## config.mk

```make
export PLATFORM = sky130hd
export DESIGN_NAME = incadc_decim
export DESIGN_NICKNAME = d
export VERILOG_FILES = /design/src/rtl/incadc_pkg.sv /design/src/rtl/incadc_prescaler.sv /design/src/rtl/incadc_accum.sv /design/src/rtl/incadc_format.sv /design/src/rtl/incadc_seq.sv /design/src/rtl/incadc_decim.sv
export SDC_FILE = /design/constraint.sdc
export NUM_CORES = 1
export LEC_CHECK = 0
export ABC_AREA = 1
export BUFFER_PORTS_ARGS = -buffer_cell sky130_fd_sc_hd__buf_2
export CAP_MARGIN = 10
export CORE_MARGIN = 4
export CORE_UTILIZATION = 41
export DETAILED_ROUTE_END_ITERATION = 12
export PLACE_DENSITY_LB_ADDON = 0.08
export SETUP_SLACK_MARGIN = 0.2
export SYNTH_ARGS = -nofsm -noshare
export SYNTH_HDL_FRONTEND = slang
export SYNTH_SLANG_ARGS = --single-unit
```

## constraint.sdc

```tcl
create_clock -name clk -period 1.71 [get_ports clk]
set_clock_uncertainty 0.15 [all_clocks]
set_input_delay 0.0855 -clock clk [delete_from_list [all_inputs] [get_ports clk]]
set_output_delay 0.0855 -clock clk [all_outputs]
set_load 0.02 [all_outputs]
```

## src/rtl/incadc_pkg.sv

```systemverilog
package incadc_pkg;

    // Sequencer states of the conversion controller
    typedef enum logic [1:0] {
        ST_IDLE  = 2'd0,
        ST_ACCUM = 2'd1,
        ST_GAP   = 2'd2
    } seq_state_e;

    // Number of bits needed to count 0..n
    function automatic int unsigned cnt_bits(input int unsigned n);
        return (n < 2) ? 1 : $clog2(n + 1);
    endfunction

endpackage

```

## src/rtl/incadc_prescaler.sv

```systemverilog
module incadc_prescaler #(
    parameter int unsigned TICK_W = 8
) (
    input  logic              clk,
    input  logic              rst,
    input  logic              run_i,
    output logic [TICK_W-1:0] cnt_o,
    output logic              wrap_o
);
    localparam logic [TICK_W-1:0] CNT_LAST = {TICK_W{1'b1}};

    logic [TICK_W-1:0] cnt_q;

    always_ff @(posedge clk) begin
        if (rst || !run_i) begin
            cnt_q <= '0;
        end else begin
            cnt_q <= cnt_q + 1'b1;
        end
    end

    assign cnt_o  = cnt_q;
    assign wrap_o = run_i && (cnt_q == CNT_LAST);

    // a wrap can never occur on two consecutive clocks
    p_wrap_pulse_r7: assert property (@(posedge clk) disable iff (rst)
        wrap_o |=> !wrap_o)
        else $error("prescaler wrapped on consecutive clocks");

endmodule

```

## src/rtl/incadc_accum.sv

```systemverilog
module incadc_accum #(
    parameter int unsigned ACC_W = 14
) (
    input  logic             clk,
    input  logic             rst,
    input  logic             clr_i,
    input  logic             inc_en_i,
    input  logic             bit_i,
    output logic [ACC_W-1:0] count_o,
    output logic [ACC_W-1:0] sum_o
);
    localparam logic [ACC_W-1:0] ACC_MAX = {ACC_W{1'b1}};

    logic [ACC_W-1:0] count_q;
    logic [ACC_W-1:0] sum_c;

    // Saturating sum including the current comparator decision
    always_comb begin
        if (!inc_en_i || !bit_i) begin
            sum_c = count_q;
        end else if (count_q == ACC_MAX) begin
            sum_c = ACC_MAX;
        end else begin
            sum_c = count_q + 1'b1;
        end
    end

    always_ff @(posedge clk) begin
        if (rst || clr_i) begin
            count_q <= '0;
        end else begin
            count_q <= sum_c;
        end
    end

    assign count_o = count_q;
    assign sum_o   = sum_c;

    // once full, the count never wraps back while not cleared
    p_acc_saturate_r4: assert property (@(posedge clk) disable iff (rst)
        (count_q == ACC_MAX && !clr_i) |=> (count_q == ACC_MAX))
        else $error("accumulator wrapped past full scale");

endmodule

```

## src/rtl/incadc_format.sv

```systemverilog
module incadc_format #(
    parameter int unsigned ACC_W = 14,
    parameter int unsigned OUT_W = 12
) (
    input  logic [ACC_W-1:0] sum_i,
    output logic [OUT_W-1:0] code_o
);
    localparam logic [OUT_W-1:0] MID_CODE = OUT_W'(1) << (OUT_W - 1);

    logic [OUT_W-1:0] mag;

    generate
        if (ACC_W > OUT_W) begin : g_shift
            localparam int unsigned DROP = ACC_W - OUT_W;
            assign mag = sum_i[ACC_W-1:DROP];
        end else if (ACC_W == OUT_W) begin : g_same
            assign mag = sum_i;
        end else begin : g_pad
            assign mag = {sum_i, {(OUT_W - ACC_W){1'b0}}};
        end
    endgenerate

    // Offset binary to two's complement
    assign code_o = mag - MID_CODE;

endmodule

```

## src/rtl/incadc_seq.sv

```systemverilog
module incadc_seq
    import incadc_pkg::*;
#(
    parameter int unsigned WIN_TICKS = 64,
    parameter int unsigned GAP_TICKS = 1
) (
    input  logic       clk,
    input  logic       rst,
    input  logic       en_i,
    input  logic       wrap_i,
    output seq_state_e state_o,
    output logic       run_o,
    output logic       acc_en_o,
    output logic       acc_clr_o,
    output logic       latch_o
);
    localparam int unsigned TC_W = cnt_bits((WIN_TICKS > GAP_TICKS) ? WIN_TICKS : GAP_TICKS);
    localparam logic [TC_W-1:0] WIN_LAST = TC_W'(WIN_TICKS - 1);
    localparam logic [TC_W-1:0] GAP_LAST = TC_W'(GAP_TICKS - 1);

    seq_state_e state_q, state_d;
    logic [TC_W-1:0] tcnt_q, tcnt_d;
    logic win_done, gap_done;

    assign win_done = wrap_i && (tcnt_q == WIN_LAST);
    assign gap_done = wrap_i && (tcnt_q == GAP_LAST);

    // Next-state logic
    always_comb begin
        state_d = state_q;
        tcnt_d  = tcnt_q;
        unique case (state_q)
            ST_IDLE: begin
                tcnt_d = '0;
                if (en_i) begin
                    state_d = ST_ACCUM;          // start
                end
            end
            ST_ACCUM: begin
                if (!en_i) begin
                    state_d = ST_IDLE;           // stop
                    tcnt_d  = '0;
                end else if (win_done) begin
                    state_d = ST_GAP;            // window done
                    tcnt_d  = '0;
                end else if (wrap_i) begin
                    tcnt_d = tcnt_q + 1'b1;
                end
            end
            ST_GAP: begin
                if (!en_i) begin
                    state_d = ST_IDLE;           // stop
                    tcnt_d  = '0;
                end else if (gap_done) begin
                    state_d = ST_ACCUM;          // gap done
                    tcnt_d  = '0;
                end else if (wrap_i) begin
                    tcnt_d = tcnt_q + 1'b1;
                end
            end
            default: begin
                state_d = ST_IDLE;
                tcnt_d  = '0;
            end
        endcase
    end

    // State register
    always_ff @(posedge clk) begin
        if (rst) begin
            state_q <= ST_IDLE;
            tcnt_q  <= '0;
        end else begin
            state_q <= state_d;
            tcnt_q  <= tcnt_d;
        end
    end

    // Outputs
    always_comb begin
        run_o     = 1'b0;
        acc_en_o  = 1'b0;
        acc_clr_o = 1'b1;
        latch_o   = 1'b0;
        unique case (state_q)
            ST_IDLE: begin
                run_o = 1'b0;
            end
            ST_ACCUM: begin
                run_o     = en_i;
                acc_en_o  = en_i;
                acc_clr_o = !en_i || win_done;
                latch_o   = en_i && win_done;
            end
            ST_GAP: begin
                run_o = en_i;
            end
            default: begin
                run_o = 1'b0;
            end
        endcase
    end

    assign state_o = state_q;

    // the gap always leads back into accumulation, never straight to a latch
    p_gap_no_latch_r6: assert property (@(posedge clk) disable iff (rst)
        (state_q == ST_GAP) |=> (state_q != ST_GAP || !latch_o))
        else $error("latch raised during gap");

endmodule

```

## src/rtl/incadc_decim.sv

```systemverilog
module incadc_decim
    import incadc_pkg::*;
#(
    parameter int unsigned OUT_W        = 12,
    parameter int unsigned CLKS_PER_INT = 4,
    parameter int unsigned TICK_W       = 8,
    parameter int unsigned WIN_TICKS    = 64,
    parameter int unsigned GAP_TICKS    = 1
) (
    input  logic             clk,
    input  logic             rst,
    input  logic             en_i,
    input  logic             comp_i,
    output logic [OUT_W-1:0] data_o,
    output logic             valid_o,
    output logic             tick_o
);
    // Accumulator width: resolution plus the per-cycle gain of CLKS_PER_INT
    localparam int unsigned ACC_W = OUT_W + $clog2(CLKS_PER_INT);

    seq_state_e        state;
    logic              run, acc_en, acc_clr, latch, wrap;
    logic [TICK_W-1:0] presc_cnt;
    logic [ACC_W-1:0]  acc_count, acc_sum;
    logic [OUT_W-1:0]  code;

    incadc_prescaler #(.TICK_W(TICK_W)) u_presc (
        .clk    (clk),
        .rst    (rst),
        .run_i  (run),
        .cnt_o  (presc_cnt),
        .wrap_o (wrap)
    );

    incadc_seq #(.WIN_TICKS(WIN_TICKS), .GAP_TICKS(GAP_TICKS)) u_seq (
        .clk       (clk),
        .rst       (rst),
        .en_i      (en_i),
        .wrap_i    (wrap),
        .state_o   (state),
        .run_o     (run),
        .acc_en_o  (acc_en),
        .acc_clr_o (acc_clr),
        .latch_o   (latch)
    );

    incadc_accum #(.ACC_W(ACC_W)) u_acc (
        .clk      (clk),
        .rst      (rst),
        .clr_i    (acc_clr),
        .inc_en_i (acc_en),
        .bit_i    (comp_i),
        .count_o  (acc_count),
        .sum_o    (acc_sum)
    );

    incadc_format #(.ACC_W(ACC_W), .OUT_W(OUT_W)) u_fmt (
        .sum_i  (acc_sum),
        .code_o (code)
    );

    // Output registers
    logic [OUT_W-1:0] data_q;
    logic             valid_q, tick_q;

    always_ff @(posedge clk) begin
        if (rst) begin
            data_q  <= '0;
            valid_q <= 1'b0;
            tick_q  <= 1'b0;
        end else begin
            valid_q <= latch;
            tick_q  <= wrap;
            if (latch) begin
                data_q <= code;
            end
        end
    end

    assign data_o  = data_q;
    assign valid_o = valid_q;
    assign tick_o  = tick_q;

    // valid is a single-clock pulse
    p_valid_pulse_r5: assert property (@(posedge clk) disable iff (rst)
        valid_o |=> !valid_o)
        else $error("valid held longer than one clock");

    // the result only moves together with valid
    p_data_hold_r9: assert property (@(posedge clk) disable iff (rst)
        !valid_o |-> $stable(data_o))
        else $error("data changed without valid");

    // disabling silences valid and tick on the next clock
    p_disable_quiet_r8: assert property (@(posedge clk) disable iff (rst)
        !en_i |=> (!valid_o && !tick_o))
        else $error("activity after disable");

    // during the gap the accumulator stays clear
    p_gap_clear_r6: assert property (@(posedge clk) disable iff (rst)
        (state == ST_GAP) |-> (acc_count == '0))
        else $error("accumulator not clear during gap");

    // in idle the prescaler and accumulator are clear
    p_idle_clear_r8: assert property (@(posedge clk) disable iff (rst)
        (state == ST_IDLE) |-> (presc_cnt == '0 && acc_count == '0))
        else $error("idle state not clear");

endmodule

```

==> results.toml, run 1 <==
[clock_tree]
clkSinkCount = 45
cts_inserted_buffers = 5
insertion_delay_ns = 0.30
cts_tree = "yes"
cts.path.max_buffers = 2
cts_htree_levels = 2
cts_root_buf = "clkbuf_8"
path_clk_slew_ns = 0.08

[floorplan]
coreArea_um2 = 5200
dieWidth_um = 82.0
rows = 26
ios = 18
die_area_um2 = 6720
die_h_um = 82.0
initial_core_util_pct = 43.1

[critical_path]
worst_setup_path_end_kind = "flop"
cp-start-kind = "flop"
required_ns = 1.76
critPathCapture = "data_o[7]"
cp_slowest_stage_delay_ns = 0.39
path_depth = 10
crit_type = "flop to flop"
crit_chain = "inv_4, ha_4, nand2_4, nor2_4, nand3_4, buf_6, clkinv_8, nand3_1, nand2_1, inv_1"
cp.buffers_inverters = 4
worstPathArrival_ns = 1.73
worstReg2RegStart = "u_seq.state_o[0]"
rr_endpoint = "data_o[7]"
slowest_stage = "dfxtp_4"
rrSetupSlack_ns = 0.04
worst-path-max-fanout = 6
reg2reg_depth = 10
cp_top_family = "simple AND/OR/NAND/NOR gates"
critical_path.startpoint = "u_seq.state_o[0]"

[timing]
finalHoldViolations = 0
slew_violations = 0
tightest_slew_ns = 0.427
post-route-period-util_pct = 97.9
relSlewSlack_pct = 71.4
setup_viol = 0
rsz0062_at_grt = "true"
setup_tns_ns = 0
fmax_mhz = 597
post-route-min-period_ns = 1.67

[pwr]
p_leak_nw = 1.36
worst_ir_drop_vdd_v = 0.000653
powerDensity_nw_per_um2 = 777

[drt]
vias = 2000
wl_per_cell_um = 12.5
wl_met3_um = 204
drc = 0
via_per_inst = 4.72
ant_nets = 0
drt_pass1_iterations = 4
m1WireLength_um = 2650
first_iter_violations = 103
wl_met2_um = 2410
routed_wl_um = 5300
highest_layer = "met4"

[place]
place.port_buffers = 17
gp_congestion = 0.819
dpl.hpwl_um = 3430

[layout]
fill_cells = 492
multiInputGateArea_um2 = 1430
nets = 365
ff_latch_area_um2 = 915
fin_util_pct = 60.4
diodes = 0
drive_gt1_share_pct = 44.4
syn_to_final_growth_pct = 40.0

[min_path]
worstHoldPathType = "primary input to flop"

[logic_synthesis]
synth_largest_area_cell = "dfxtp_1"
syn_area_um2 = 2240
syn_inst = 291
synth.distinct_cells = 32
syn_nets = 303
synth_top_area_share_pct = 40.1
ys_warn_count = 0
ys_ff_latch = 45
syn_area_per_cell_um2 = 7.71
netlist_top_cells_area = "dfxtp_1 (40%), nor2_1 (8.4%), nand2_1 (7.7%)"
yosysSeqAreaShare_pct = 40.1

[global_routing]
grt_pass1_wl_um = 8490
antenna_found_initial = 0
grt_overflow = 0
grt_pass1_vias = 1857
grt_max_degree = 22
track_usage_pct = 16.2

[outcome]
status = "completed"

[run]
maxCapViolCount = 0
==> timing repair <==
action | in CTS | in global routing
hold buffers | 2 | 0
pin swaps | 14 | 7
hold endpoints to repair | 3 | 0
gates resized for setup | 25 | 43
endpoints found under the setup margin | 36 | 39
buffers inserted | 6 | 7
gates cloned | 0 | 5
==> where the power goes <==
| group | internal, mW | total (mW) | leakage [nW] | switching (mW) |
|---|---|---|---|---|
| clock network | 0.366 | 0.729 | 0.0542 | 0.363 |
| registers | 1.08 | 1.12 | 0.367 | 0.0364 |
| logic | 0.274 | 0.595 | 0.939 | 0.321 |
| total | 1.72 | 2.44 | 1.36 | 0.720 |
==> Yosys cell counts, drive strengths merged <==
library cell and count:
dfxtp 45, xnor2 5, and3 1, xor2 8, nand4 5, inv 36, or2 1, mux2i 1
buf 3, nand3 18, a21oi 18, clkbuf 1, clkinv 2, o21ai 21, nor2 57, nor3 5
and2 2, ha 8, o21bai 1, nand2 53
==> per-layer routing <==
layer  up-vias  track usage [%]
met5         -                0
met2        38             26.2
met4         0             4.98
li1       1054                -
met1       904             21.4
met3         4             3.73
==> how the worst min path moves through the flow <==
| stage | from | to | cells past startpoint |
|---|---|---|---|
| 2_1_floorplan | rst | valid_o | 1 |
| 3_3_place_gp | rst | tick_o | 2 |
| 3_5_place_dp | rst | valid_o | 2 |
| 4_1_cts | rst | u_presc.cnt_o[0] | 4 |
| 5_1_grt | rst | u_presc.cnt_o[1] | 4 |
| 6_report | rst | u_presc.cnt_o[1] | 4 |
==> flip-flops by register name, indices dropped and copies added, names as in the netlist <==
register,flops
u_acc.count_o,14
tick_o,1
u_seq.tcnt_q,7
u_presc.cnt_o,8
valid_o,1
u_seq.state_o,2
data_o,12
==> placed cells by master, fill, tap and decap left out, drive strengths merged <==
cell,netlist,layout
a21oi,18,18
and2,2,2
and3,1,1
buf,3,52
clkbuf,1,7
clkinv,2,7
dfxtp,45,45
dlygate4sd3,0,2
ha,8,8
inv,36,36
mux2i,1,1
nand2,53,53
nand3,18,19
nand4,5,5
nor2,57,57
nor3,5,5
o21ai,21,21
o21bai,1,1
or2,1,1
xnor2,5,5
xor2,8,8
==> worst min-delay path, cell delays in order <==
cell and delay [ns]:
buf_2 0.14, nor2_1 0.09, inv_2 0.09, nor2_1 0.04
==> logic make-up (layout without fill, tap and decap cells) <==
group                      count (synthesis)  count (layout)  share of synthesized area (%)
and+or+nand+nor                          142             143                           31.0
AOI/OAI and AO/OA                         40              40                           10.7
adders and majority gates                  8               8                           4.46
buffers and inverters                     42             104                           8.14
muxes                                      1               1                          0.446
DFF                                       45              45                           40.1
xor gates and xnor gates                  13              13                           5.07
==> stage by stage <==
step | hold WS, ns | instance area, um^2 | setup slack [ns] | cells | power, mW
2_1_floorplan | 0.00702 | 2350 | 0.102 | 291 | 1.50
3_3_place_gp | 0.243 | 2650 | -0.0132 | 396 | 1.60
3_5_place_dp | 0.239 | 2650 | -0.0228 | 396 | 1.61
4_1_cts | 0.0634 | 2910 | 0.0400 | 412 | 2.42
5_1_grt | 0.0473 | 3140 | -0.0598 | 424 | 2.58
6_report | 0.0325 | 3140 | 0.0362 | 424 | 2.44
==> layout make-up <==
class                      instances  area share, %
timing repair inverter             4           1.47
multi-input combinational        205           45.4
clock inverter                     1          0.159
timing repair buffer              54           12.6
sequential                        45           29.1
inverter                          38           5.41
clock buffer                       7           3.07
tap                               70           2.79
(Power assumes the default switching activity.)
==> run 2: changes to the inputs <==
==> constraint.sdc (replaced) <==
create_clock -name clk -period 1.71 [get_ports clk]
set_clock_uncertainty 0.15 [all_clocks]
set_input_delay 0.4275 -clock clk [delete_from_list [all_inputs] [get_ports clk]]
set_output_delay 0.4275 -clock clk [all_outputs]
set_load 0.02 [all_outputs]
==> run 2 against run 1 <==
Core utilization rose by 1.7 points. Critical path depth fell by 1. Via count fell by 1.0%. Hold slack improved by 0.24 ns. Cell count rose by 0.71%. Design area rose by 2.8%. Worst setup slack got worse by 0.0036 ns. Maximum frequency fell by 0.22%. Global-route usage barely moved.
==> results.toml, run 2 (same netlist as run 1, synthesis figures left out) <==
[outcome]
status = "completed"

[layout]
fin_util_pct = 62.1
layout.cells.non_filler = 427
nets = 368
fill_cells = 498
layout_commonest_cell = "nand2_1"
drive_gt1_share_pct = 48.2
largest_reg_flops = 14
final_cell_mix = "nand2_1 (41), dfxtp_1 (38), nor2_1 (30), buf_4 (30), inv_1 (28)"
syn_to_final_growth_pct = 43.9
ff_latch_area_um2 = 912
diodes = 0
multiInputGateArea_um2 = 1480

[timing]
tightest_slew_ns = 0.315
finalHoldViolations = 0
post-route-period-util_pct = 98.1
slew_violations = 0
post-route-min-period_ns = 1.68
setup_tns_ns = 0
worst_slack_ns = 0.0325
fmax_mhz = 596
rsz0062_at_grt = "true"
relSlewSlack_pct = 78.9
setup_viol = 0
hold-worst-slack_ns = 0.277

[place]
placed_cells = 400
dp_slack_ns = -0.0245
dpl.hpwl_um = 3420
place.port_buffers = 17
gp_congestion = 0.815

[global_routing]
antenna_found_initial = 0
track_usage_pct = 16.2
grt_overflow = 0
grt_pass1_wl_um = 8380
grt_pass1_vias = 1840
grt_max_degree = 15

[critical_path]
worst_setup_path_end_kind = "flop"
crit_chain = "inv_4, ha_4, nand3_4, nor2_4, buf_4, xor2_2, nand2_1, nor2_1, nor2_1"
crit_top_cell = "nor2_1"
cp-start-kind = "flop"
rrSetupSlack_ns = 0.03
crit_type = "flop to flop"
rr_endpoint = "data_o[6]"
required_ns = 1.76
cp.buffers_inverters = 2
worstReg2RegStart = "u_seq.state_o[1]"
worst-path-max-fanout = 6
cp_slowest_stage_delay_ns = 0.34
cp_top_family = "simple AND/OR/NAND/NOR gates"
slowest_stage = "dfxtp_2"
reg2reg_depth = 9
worstPathArrival_ns = 1.73

[drt]
routed_wl_um = 5040
via_per_inst = 4.64
first_iter_violations = 60
drc = 0
drt_pass1_iterations = 4
wl_per_cell_um = 11.8
vias = 1980
ant_nets = 0

[clock_tree]
clkSinkCount = 45
insertion_delay_ns = 0.30
cts.path.max_buffers = 2
cts_inserted_buffers = 5
cts_root_buf = "clkbuf_8"
cts_tree = "yes"
cts_htree_levels = 2
path_clk_slew_ns = 0.09

[run]
maxCapViolCount = 0

[pwr]
p_leak_nw = 1.36
powerDensity_nw_per_um2 = 757
worst_ir_drop_vdd_v = 0.000496
power.internal_mw = 1.69
switching_share_pct = 30.8
p_comb_share_pct = 27.6
p_clk_share_pct = 26.6
net-switching-power_mw = 0.752
seq_power_share_pct = 45.8

[min_path]
worstHoldEndpoint = "tick_o"
hold_path_depth = 2
worstHoldPathType = "primary input to flop"
min_from = "rst"

[floorplan]
coreArea_um2 = 5200
ios = 18
rows = 26
dieWidth_um = 82.0
die_h_um = 82.0
die_area_um2 = 6720
initial_core_util_pct = 43.1
==> run 2: metal layers <==
layer	vias up	track usage [%]	part of all wire, %
li1	1048	-	-
met1	900	22.3	50
met3	7	4.06	3.6
met2	25	25.0	45
met5	-	0	0
met4	0	4.49	1.2
==> run 2: area by class of cell <==
class / instances / area share (%)
multi-input combinational: 204 / 45.7
tap: 70 / 2.71
sequential: 45 / 28.2
clock inverter: 3 / 0.542
timing repair inverter: 1 / 0.271
clock buffer: 5 / 2.13
timing repair buffer: 61 / 15.0
inverter: 38 / 5.42
==> run 2: how the worst max path moves through the flow <==
stage	from	to	slack (ns)	depth (start not counted)
floorplan	u_seq.state_o[0]	data_o[7]	0.10	10
global placement	u_seq.state_o[0]	u_seq.tcnt_q[5]	-0.02	9
detailed placement	u_seq.state_o[0]	u_seq.tcnt_q[3]	-0.02	9
CTS	u_seq.state_o[0]	u_seq.tcnt_q[5]	0.05	9
global route	u_seq.state_o[1]	data_o[6]	-0.06	9
finish	u_seq.state_o[1]	data_o[6]	0.03	9
==> run 2: worst register-to-register path, delay by kind of cell, from the launching register on <==
kind                       cells  cell delay [ns]
DFF                            1             0.34
xor gates and xnor gates       1             0.15
adders and majority gates      1             0.15
and+or+nand+nor                5             0.57
buffers and inverters          2             0.22
==> run 2: repair_timing <==
action / 4_1_cts / 5_1_grt
hold buffers: 0 / 0
setup buffers: 12 / 6
setup endpoints to repair: 36 / 44
gates resized for setup: 20 / 65
pin swaps: 14 / 25
gates cloned: 0 / 1
==> run 2: per-stage QoR <==
stage | instance area [um^2] | power (mW)
after floorplan | 2350 | 1.50
after global placement | 2700 | 1.60
after detailed placement | 2700 | 1.61
after CTS | 2950 | 2.36
after global routing | 3230 | 2.59
final | 3230 | 2.44
==> run 2: power by group through the flow <==
stage / combinational, mW / sequential, mW / clock, mW
after global routing: 0.746 / 1.12 / 0.722
final: 0.674 / 1.12 / 0.650
after detailed placement: 0.473 / 1.14 / 0
after floorplan: 0.362 / 1.13 / 0
after CTS: 0.565 / 1.12 / 0.676
after global placement: 0.467 / 1.14 / 0
